<file path="src/rtl/rc5ks_pkg.sv">
package rc5ks_pkg;

    localparam int          WORD_W  = 32;
    localparam logic [31:0] MAGIC_P = 32'hB7E15163;
    localparam logic [31:0] MAGIC_Q = 32'h9E3779B9;

    typedef enum logic [2:0] {
        KS_IDLE,
        KS_LOAD,
        KS_INIT,
        KS_MIX,
        KS_READY
    } ks_state_t;

    // left rotate of a 32-bit word by 0..31 places
    function automatic logic [31:0] rotl32(input logic [31:0] v, input logic [4:0] s);
        logic [63:0] d;
        d = {v, v} << s;
        return d[63:32];
    endfunction

endpackage

</file>
<file path="src/rtl/rc5ks_ctrl.sv">
module rc5ks_ctrl
    import rc5ks_pkg::*;
#(
    parameter int T    = 26,
    parameter int C    = 4,
    parameter int ITER = 78,
    parameter int TW   = 5,
    parameter int CWS  = 2,
    parameter int NW   = 7
) (
    input  logic           clk,
    input  logic           rst_n,
    input  logic           key_avail,
    output logic           start,
    output logic           init_we,
    output logic           mix_en,
    output logic [TW-1:0]  s_idx,
    output logic [CWS-1:0] l_idx,
    output logic [NW-1:0]  cycle_num,
    output logic           key_read,
    output logic           keys_ready
);

    localparam logic [TW-1:0]  SI_LAST  = TW'(T - 1);
    localparam logic [CWS-1:0] LJ_LAST  = CWS'(C - 1);
    localparam logic [NW-1:0]  CNT_LAST = NW'(ITER - 1);

    ks_state_t       state_q, state_d;
    logic [NW-1:0]   cnt_q;
    logic [TW-1:0]   si_q;
    logic [CWS-1:0]  lj_q;

    // next-state logic
    always_comb begin
        state_d = state_q;
        unique case (state_q)
            KS_IDLE:  if (key_avail) state_d = KS_LOAD;
            KS_LOAD:  state_d = KS_INIT;
            KS_INIT:  if (si_q == SI_LAST) state_d = KS_MIX;
            KS_MIX:   if (cnt_q == CNT_LAST) state_d = KS_READY;
            KS_READY: if (key_avail) state_d = KS_LOAD;
            default:  state_d = KS_IDLE;
        endcase
    end

    // state register
    always_ff @(posedge clk or negedge rst_n) begin
        if (!rst_n) state_q <= KS_IDLE;
        else        state_q <= state_d;
    end

    // sequencing counters
    always_ff @(posedge clk or negedge rst_n) begin
        if (!rst_n) begin
            cnt_q <= '0;
            si_q  <= '0;
            lj_q  <= '0;
        end else begin
            unique case (state_q)
                KS_LOAD: begin
                    cnt_q <= '0;
                    si_q  <= '0;
                    lj_q  <= '0;
                end
                KS_INIT: begin
                    si_q <= (si_q == SI_LAST) ? '0 : si_q + 1'b1;
                end
                KS_MIX: begin
                    cnt_q <= (cnt_q == CNT_LAST) ? '0 : cnt_q + 1'b1;
                    si_q  <= (si_q == SI_LAST) ? '0 : si_q + 1'b1;
                    lj_q  <= (lj_q == LJ_LAST) ? '0 : lj_q + 1'b1;
                end
                default: begin
                    cnt_q <= cnt_q;
                end
            endcase
        end
    end

    // output decode
    always_comb begin
        start      = 1'b0;
        init_we    = 1'b0;
        mix_en     = 1'b0;
        key_read   = 1'b0;
        keys_ready = 1'b0;
        cycle_num  = '0;
        unique case (state_q)
            KS_IDLE:  ;
            KS_LOAD: begin
                start    = 1'b1;
                key_read = 1'b1;
            end
            KS_INIT:  init_we = 1'b1;
            KS_MIX: begin
                mix_en    = 1'b1;
                cycle_num = cnt_q;
            end
            KS_READY: keys_ready = 1'b1;
            default:  ;
        endcase
    end

    assign s_idx = si_q;
    assign l_idx = lj_q;

endmodule

</file>
<file path="src/rtl/rc5ks_table.sv">
module rc5ks_table #(
    parameter int T  = 26,
    parameter int TW = 5
) (
    input  logic          clk,
    input  logic          we,
    input  logic [TW-1:0] waddr,
    input  logic [31:0]   wdata,
    input  logic [TW-1:0] mix_addr,
    output logic [31:0]   mix_data,
    input  logic [TW-1:0] rk_addr,
    output logic [31:0]   rk_data
);

    logic [31:0] mem [T];

    always_ff @(posedge clk) begin
        if (we) mem[waddr] <= wdata;
    end

    assign mix_data = mem[mix_addr];

    always_comb begin
        if (int'(rk_addr) < T) rk_data = mem[rk_addr];
        else                   rk_data = '0;
    end

endmodule

</file>
<file path="src/rtl/rc5ks_mix.sv">
module rc5ks_mix
    import rc5ks_pkg::*;
#(
    parameter int C    = 4,
    parameter int KEYW = 128,
    parameter int CWS  = 2
) (
    input  logic            clk,
    input  logic            rst_n,
    input  logic            start,
    input  logic            init_we,
    input  logic            mix_en,
    input  logic [KEYW-1:0] key_in,
    input  logic [CWS-1:0]  l_idx,
    input  logic [31:0]     s_rd,
    output logic [31:0]     s_wdata
);

    localparam int PADW = C * WORD_W;

    logic [PADW-1:0] key_pad;
    logic [31:0]     l_q [C];
    logic [31:0]     a_q, b_q, init_q;
    logic [31:0]     a_new, ab_sum, b_new;

    generate
        if (KEYW >= PADW) begin : g_nopad
            assign key_pad = key_in[PADW-1:0];
        end else begin : g_pad
            assign key_pad = {{(PADW-KEYW){1'b0}}, key_in};
        end
    endgenerate

    always_comb begin
        a_new  = rotl32(s_rd + a_q + b_q, 5'd3);
        ab_sum = a_new + b_q;
        b_new  = rotl32(l_q[l_idx] + ab_sum, ab_sum[4:0]);
    end

    genvar k;
    generate
        for (k = 0; k < C; k++) begin : g_lword
            always_ff @(posedge clk or negedge rst_n) begin
                if (!rst_n)                         l_q[k] <= '0;
                else if (start)                     l_q[k] <= key_pad[k*WORD_W +: WORD_W];
                else if (mix_en && int'(l_idx) == k) l_q[k] <= b_new;
            end
        end
    endgenerate

    always_ff @(posedge clk or negedge rst_n) begin
        if (!rst_n) begin
            a_q    <= '0;
            b_q    <= '0;
            init_q <= MAGIC_P;
        end else if (start) begin
            a_q    <= '0;
            b_q    <= '0;
            init_q <= MAGIC_P;
        end else if (init_we) begin
            init_q <= init_q + MAGIC_Q;
        end else if (mix_en) begin
            a_q <= a_new;
            b_q <= b_new;
        end
    end

    assign s_wdata = init_we ? init_q : a_new;

endmodule

</file>
<file path="src/rtl/rc5_keysched.sv">
module rc5_keysched #(
    parameter int ROUNDS    = 12,
    parameter int KEY_BYTES = 16,
    localparam int T    = 2 * ROUNDS + 2,
    localparam int C    = (KEY_BYTES == 0) ? 1 : (KEY_BYTES + 3) / 4,
    localparam int ITER = 3 * ((T > C) ? T : C),
    localparam int TW   = $clog2(T),
    localparam int NW   = $clog2(ITER),
    localparam int CWS  = (C > 1) ? $clog2(C) : 1,
    localparam int KEYW = (KEY_BYTES == 0) ? 1 : 8 * KEY_BYTES
) (
    input  logic            clk,
    input  logic            rst_n,
    input  logic [KEYW-1:0] key_in,
    input  logic            key_avail,
    output logic            key_read,
    output logic [NW-1:0]   cycle_num,
    output logic            keys_ready,
    input  logic [TW-1:0]   rk_addr,
    output logic [31:0]     rk_data
);

    logic           start, init_we, mix_en;
    logic [TW-1:0]  s_idx;
    logic [CWS-1:0] l_idx;
    logic [31:0]    s_rd, s_wdata;

    rc5ks_ctrl #(
        .T(T), .C(C), .ITER(ITER), .TW(TW), .CWS(CWS), .NW(NW)
    ) ctrl_i (
        .clk        (clk),
        .rst_n      (rst_n),
        .key_avail  (key_avail),
        .start      (start),
        .init_we    (init_we),
        .mix_en     (mix_en),
        .s_idx      (s_idx),
        .l_idx      (l_idx),
        .cycle_num  (cycle_num),
        .key_read   (key_read),
        .keys_ready (keys_ready)
    );

    rc5ks_mix #(
        .C(C), .KEYW(KEYW), .CWS(CWS)
    ) mix_i (
        .clk     (clk),
        .rst_n   (rst_n),
        .start   (start),
        .init_we (init_we),
        .mix_en  (mix_en),
        .key_in  (key_in),
        .l_idx   (l_idx),
        .s_rd    (s_rd),
        .s_wdata (s_wdata)
    );

    rc5ks_table #(
        .T(T), .TW(TW)
    ) table_i (
        .clk      (clk),
        .we       (init_we | mix_en),
        .waddr    (s_idx),
        .wdata    (s_wdata),
        .mix_addr (s_idx),
        .mix_data (s_rd),
        .rk_addr  (rk_addr),
        .rk_data  (rk_data)
    );

endmodule

</file>
<file path="config.mk">
export PLATFORM = sky130hd
export DESIGN_NAME = rc5_keysched
export DESIGN_NICKNAME = d
export VERILOG_FILES = /design/src/rtl/rc5ks_pkg.sv /design/src/rtl/rc5ks_ctrl.sv /design/src/rtl/rc5ks_table.sv /design/src/rtl/rc5ks_mix.sv /design/src/rtl/rc5_keysched.sv
export SDC_FILE = /design/constraint.sdc
export NUM_CORES = 2
export LEC_CHECK = 0
export BUFFER_PORTS_ARGS = -buffer_cell sky130_fd_sc_hd__buf_2
export CORE_MARGIN = 4
export CORE_UTILIZATION = 45
export CTS_CLUSTER_DIAMETER = 30
export CTS_CLUSTER_SIZE = 24
export DETAILED_ROUTE_END_ITERATION = 16
export HOLD_SLACK_MARGIN = 0.1
export MAX_ROUTING_LAYER = met4
export SLEW_MARGIN = 20
export SYNTH_ARGS = -nofsm -noshare
export SYNTH_HDL_FRONTEND = slang
export SYNTH_SLANG_ARGS = --single-unit
</file>
<file path="constraint.sdc">
create_clock -name clk -period 13.7 [get_ports clk]
set_input_delay 0.685 -clock clk [delete_from_list [all_inputs] [get_ports clk]]
set_output_delay 0.685 -clock clk [all_outputs]
set_load 0.02 [all_outputs]
</file>
-- After elaboration in Yosys (flattened, before gate mapping)
Memory sizes are Yosys's and may differ from the RTL's.
Index checks and enable logic that the tools add are counted.
- register bits: 241
- RAM bits: 832
- bits of input ports: 136
- output and inout port bits: 41
- logic and storage cells: 95
- memories: 1
- memory list (name ; depth ; bits a word ; read ports ; clocked after memory_dff ; wr ports ; RTL line ; RTL):
    table_i.mem ; 26 ; 32 ; 2 ; 0 ; 1 ; rc5ks_table.sv:15 ; logic [31:0] mem [T];
- $add $sub $neg: 8
- $lt $le $gt $ge: 2
- equality and inequality tests: 14
- shift-type cells: 1
- mux-type cells: 38
- bitwise operators: 2
- reduce and logical (&&, ||, !) cells: 18
- operator list (kind ; number):
    32-bit two-way mux ; 20
    32-bit adder ; 4
    32-bit binary-select mux with 2-bit select ; 1
    64-bit by 5-bit << shifter with 64-bit output ; 1
    32-bit adder, second input constant ; 1
    2-bit nonzero test ; 8
    7-bit two-way mux ; 2
    7-bit case mux with 2 select lines ; 1
    3-bit case mux with 4 select lines ; 1
    5-bit case mux with 2 select lines ; 1
    3-bit two-way mux ; 3
    7-bit by 1-bit adder with 7-bit output, second input constant ; 1
    7-bit == test, second input constant ; 1
    2-bit == test, second input constant ; 3
    3-bit by 2-bit == test with 1-bit output, second input constant ; 2
    1-bit two-way mux ; 6
    2-bit by 1-bit != test with 1-bit output, second input constant ; 3
    5-bit by 1-bit adder with 5-bit output, second input constant ; 1
    5-bit == test, second input constant ; 1
    5-bit less-than comparator, second input constant ; 1
    5-bit two-way mux ; 1
    1-bit logical AND ; 4
    2-bit case mux with 2 select lines ; 1
    2-bit OR reduction ; 2
    13 further kinds ; 13

-- Logic depth before layout (Yosys ltp)
- depth in word-level cells: 9
- gate-level depth with buffers: 51
- depth with buffers taken out: 46

-- By module
Synthesis repeated with hierarchy kept, for this count alone.
- cells, all modules: 4416
- area, all modules: 59145.5 µm²
- by module, submodules not included (module ; times used ; cells each ; area each (µm²) ; sequential area each (µm²)):
    rc5ks_table ; 1 ; 1987 ; 38729.6 ; 24984.0
    rc5ks_mix ; 1 ; 2321 ; 19413.6 ; 5626.6
    rc5ks_ctrl ; 1 ; 107 ; 996.0 ; 425.4
    rc5_keysched ; 1 ; 1 ; 6.3 ; 0.0

-- Worst setup path after synthesis
Ideal clock, no wire load.
- path kind: register -> register
- start point: register ctrl_i.si_q[0] (netlist: ctrl_i.s_idx[0])
- end point: register mix_i.l_q[27] (netlist name)
- library setup time: 0.087 ns
- arrival time: 11.260 ns
- data required time: 13.613 ns
- path slack: 2.353 ns
- cell stages (with the launch flop): 47
- path buffers: 4
- period minus slack after synthesis: 11.347 ns
- path through: dfrtp_1 > buf_1 > clkbuf_1 > clkbuf_1 > buf_1 > mux4_2 > a22oi_1 > o221ai_1 > fa_1 > ha_1 > fa_1 > a21o_1 > a21oi_1 > o21bai_1 > a21oi_1 > o2bb2ai_1 > o21a_1 > o41ai_1 > [11 not listed] > or2_2 > and2_1 > o21a_1 > nor2_1 > xnor2_1 > ha_1 > nand4_1 > nor4_2 > nand3_4 > o211ai_4 > a31oi_4 > o31ai_4 > xnor2_1 > xor3_1 > mux4_2 > o311ai_4 > nor3_4 > a211oi_2
- word-level cells in the longest chain between the ends: 8
- RTL lines (what ; RTL line ; RTL):
    from (decl) ; rc5ks_ctrl.sv:30 ; logic [TW-1:0] si_q;
    from (signal assigned) ; rc5ks_ctrl.sv:66 ; si_q <= (si_q == SI_LAST) ? '0 : si_q + 1'b1;
    from (signal assigned) ; rc5ks_ctrl.sv:70 ; si_q <= (si_q == SI_LAST) ? '0 : si_q + 1'b1;
    memory read 26 x 32 bit (*) ; n/a ;
    32-bit adder (*) (2 in series) ; rc5ks_mix.sv:35 ; a_new = rotl32(s_rd + a_q + b_q, 5'd3);
    32-bit adder (*) ; rc5ks_mix.sv:36 ; ab_sum = a_new + b_q;
    32-bit adder ; rc5ks_mix.sv:37 ; b_new = rotl32(l_q[l_idx] + ab_sum, ab_sum[4:0]);
    64-bit by 5-bit << shifter with 64-bit output (*) ; rc5ks_pkg.sv:18 ; d = {v, v} << s;
    32-bit two-way mux (*) ; rc5ks_mix.sv:46 ; else if (mix_en && int'(l_idx) == k) l_q[k] <= b_new;
    32-bit two-way mux (*) ; rc5ks_mix.sv:45 ; else if (start) l_q[k] <= key_pad[k*WORD_W +: WORD_W];
    to (signal, indexed assignment) ; rc5ks_mix.sv:45 ;
    to (decl) ; rc5ks_mix.sv:22 ; logic [31:0] l_q [C];
Every way passes the cells marked *; elsewhere a longest branch is shown, timed or not. The select of a mux whose other input is x is not followed.
A chain may end at the register's enable or synchronous reset.

-- Worst setup path after layout
- start point: register ctrl_i.si_q[0] (netlist: ctrl_i.s_idx[0])
- end point: register mix_i.l_q[88] (netlist name)
Same word-level chain as after synthesis.

==> impl_metrics.ini <==
[route]
drtAntennaViolNets = 0
drt_pass1_iterations = 6
initial_drc_count = 4975
detailroute.via_count = 42200
drt-vias-per-instance = 6.56
drt_wl_total_mm = 200
remaining_drc_errors = 0
wire_per_inst_um = 31.2

[clocking]
post_cts_resized = 0
cts_setup_buffers = 0
cts-hold-fix-buffers = 4
cts-root-to-sink-buffers = 3
cts.clk_slew.worst_paths_ps = 40
worstSkewPairLatency_ps = 850
tritoncts = built
clk_root_buffer_cell = clkbuf_16
ctsHtreeMaxLevel = 4
cts-buffers-inserted = 227
clock_sink_count = 1073

[floorplan]
die_width_um = 368
dieArea_mm2 = 0.135
die_extent_in_y_um = 368
design.core.area_mm2 = 0.128
initial_core_utilization_pct = 45.5
boundaryPins = 177
number_of_rows_created_at_floorplan = 131

[cells_and_area]
area_delta_synth_final_pct = 19.8
layout_cell_share_with_drive_strength_beyond_1_pct = 27.3
multi_input_area_mm2 = 0.0261
sequential_cell_area_mm2 = 0.0311
fill_cells = 10400
net_count_reported_at_finish = 4773

[global_route]
grt_antenna_before_repair = 5
grtUsageTotal_pct = 30.1
grt_first_pass_wirelength_mm = 291
grt_overflow = 0
grt_pass1_vias = 41600
grt_start_max_net_pins = 86

[timing]
timing_worst_slew_pin_value_ps = 1160
report.final.setup_viol = 0
finalCriticalPeriod_ps = 12720
maximum_operating_frequency_ghz = 0.0786
final_hold_violation_count = 0
slew_viol_final = 0
timing.clock.skew_ps = 89.2
rsz0062_at_grt = false
fin_tns_setup_ps = 0
worst_rel_slew_slack_pct = 22.9
period_utilization_post_route_pct = 92.8

[logic_synthesis]
synth_enable_flop_cells = 832
synth.net_count = 4549
synth-warning-count = 0
synth_flop_cell = edfxtp_1
synth-async-reset-ratio_pct = 22.5
syn-instance-count = 4275
synthesis.area_per_instance_um2 = 13.6
seq_area_frac_synth_pct = 53.3
yosys.cell_types.count = 99
synth.cell_area_mm2 = 0.0582
synth.ff_latch_count = 1073

[setup_path]
crit_path_start_kind = register
cp.required_ps = 14410
max_stage_delay_ps = 1080
setup.worst_path.class = reg -> reg
endpoint_kind = register
worst_path_most_repeated_cell = a21oi_1
library_cell_contributing_the_largest_single_delay_on_the_critical_path = dfrtp_4
crit_arrival_ps = 13430
worst_path_fanout_max = 44

[place]
number_of_buffer_cells_added_on_primary_ports = 176
place_congestion = 0.952
hpwlAfterDp_mm = 128

[min_path]
hp-class = in -> reg

[status]
run_status = finished, final reports clean

[job]
drv_cap = 0
cells in the final DEF, fill, tap and decap left out, types with 32 or more instances in the layout:
master,synthesis,layout
edfxtp_1,832,832
mux4_2,400,400
a21oi_1,328,323
nand2_1,286,283
nor2_1,269,244
clkbuf_16,0,229
dfrtp_1,224,218
mux2i_1,173,173
buf_2,13,172
o21ai_0,158,156
buf_4,1,111
ha_1,104,104
a211oi_1,90,90
xnor2_1,73,71
a22oi_1,69,69
mux2_2,64,64
o221ai_1,64,64
inv_1,56,53
nor2b_1,48,46
a31oi_1,45,45
a21o_1,45,45
nand3_1,45,45
bufinv_16,0,41
clkinv_2,0,37
nor3_1,42,36
fa_1,34,33
clkinvlp_4,0,32
cells in the mapped netlist, types with 14 or more instances:
cell       number  area [um^2]
or3_1          17          106
o2bb2ai_1      25          219
xnor2_1        73          639
o21a_1         14          105
a21oi_1       328         1640
a22o_1         27          236
o221ai_1       64          561
dfrtp_1       224         5610
mux2i_1       173         1730
nor2b_1        48          300
nor2_1        269         1010
and3_1         31          194
inv_1          56          210
nand2_1       286         1070
a31oi_1        45          282
edfxtp_1      832        25000
nor3_1         42          210
o21ai_1        29          145
o211ai_1       24          180
buf_1          56          210
a21o_1         45          338
dfstp_2        17          447
nand3_1        45          225
o22ai_1        30          188
clkbuf_1      233          875
o21bai_1       15          113
ha_1          104         1300
mux4_2        400         9010
a2111oi_0      16          140
and2_1         21          131
nand4_1        22          138
mux2_2         64          721
o21ai_0       158          791
a22oi_1        69          518
fa_1           34          681
xor2_1         31          272
a211oi_1       90          676
logic make-up after synthesis:
kind of cell	after synthesis	share of synthesized area [%]
adder cells (fa/ha/maj)	138	3.40
XOR/XNOR	107	1.67
flip-flops	1073	53.3
AND/OR/NAND/NOR	840	6.70
AO/OA/AOI/OAI	1114	12.8
buffers and inverters	364	2.38
multiplexers	639	19.7
routing by layer:
layer	up-vias	part of all wire, %	track usage (%)
met3	404	9.7	6.24
met1	21700	40	40.8
met5	-	0	-
met2	2382	46	45.4
li1	17700	-	-
met4	0	3.7	10.6
final timing paths:
path / start / to / slack [ps] / depth (start not counted)
worst max-delay path: ctrl_i.s_idx[0]$_DFFE_PN0P_ / mix_i.l_q[88]$_DFFE_PN0P_ / 980 / 41
worst min-delay path: key_in[44] / mix_i.l_q[76]$_DFFE_PN0P_ / 140 / 3
worst max register to register: ctrl_i.s_idx[0]$_DFFE_PN0P_ / mix_i.l_q[88]$_DFFE_PN0P_ / 980 / 41
worst min register to register: mix_i.l_q[75]$_DFFE_PN0P_ / mix_i.l_q[75]$_DFFE_PN0P_ / 490 / 2
max in group asynchronous: rst_n / mix_i.b_q[12]$_DFFE_PN0P_ / 10930 / 4
min in group asynchronous: rst_n / mix_i.b_q[16]$_DFFE_PN0P_ / 480 / 2
critical path: cells and delay by family (launching register included):
kind | cells | cell delay, ps
mux | 3 | 1040
xor+xnor | 3 | 720
compound gates | 23 | 6060
flops | 1 | 1080
simple gates | 7 | 1560
fa+ha+maj | 5 | 2090
through the flow:
step / hold slack [ps] / utilization (%) / std cells / worst slack (ps) / instance area [um^2]
after floorplan: 389 / - / 4275 / 2350 / 58200
after global placement: 469 / 48.0 / 5995 / 1330 / 61400
after global routing: 138 / 54.5 / 6430 / 49.6 / 69800
after CTS: 104 / 54.5 / 6427 / 1120 / 69700
after detailed placement: 485 / 48.0 / 5995 / 1230 / 61400
final: 139 / 54.5 / 6431 / 981 / 69800
layout make-up:
type	instances	area share, %
Clock buffer	256	8.55
Tap cell	1729	3.10
Timing Repair Buffer	299	2.80
Inverter	60	0.323
Antenna cell	4	0.0143
Sequential cell	1073	44.5
Multi-Input combinational cell	2838	37.4
Clock inverter	172	3.31
sequential cells by signal, indices dropped and copies added (netlist names):
name,count
mix_i.init_q,32
ctrl_i.s_idx,5
ctrl_i.state_q,3
ctrl_i.cnt_q,7
mix_i.l_q,128
mix_i.a_q,32
ctrl_i.l_idx,2
table_i.mem,832
mix_i.b_q,32
Power is left out: the tool's default activity adds up to more than one toggle a clock period on the data nets, which glitch-free logic cannot reach.
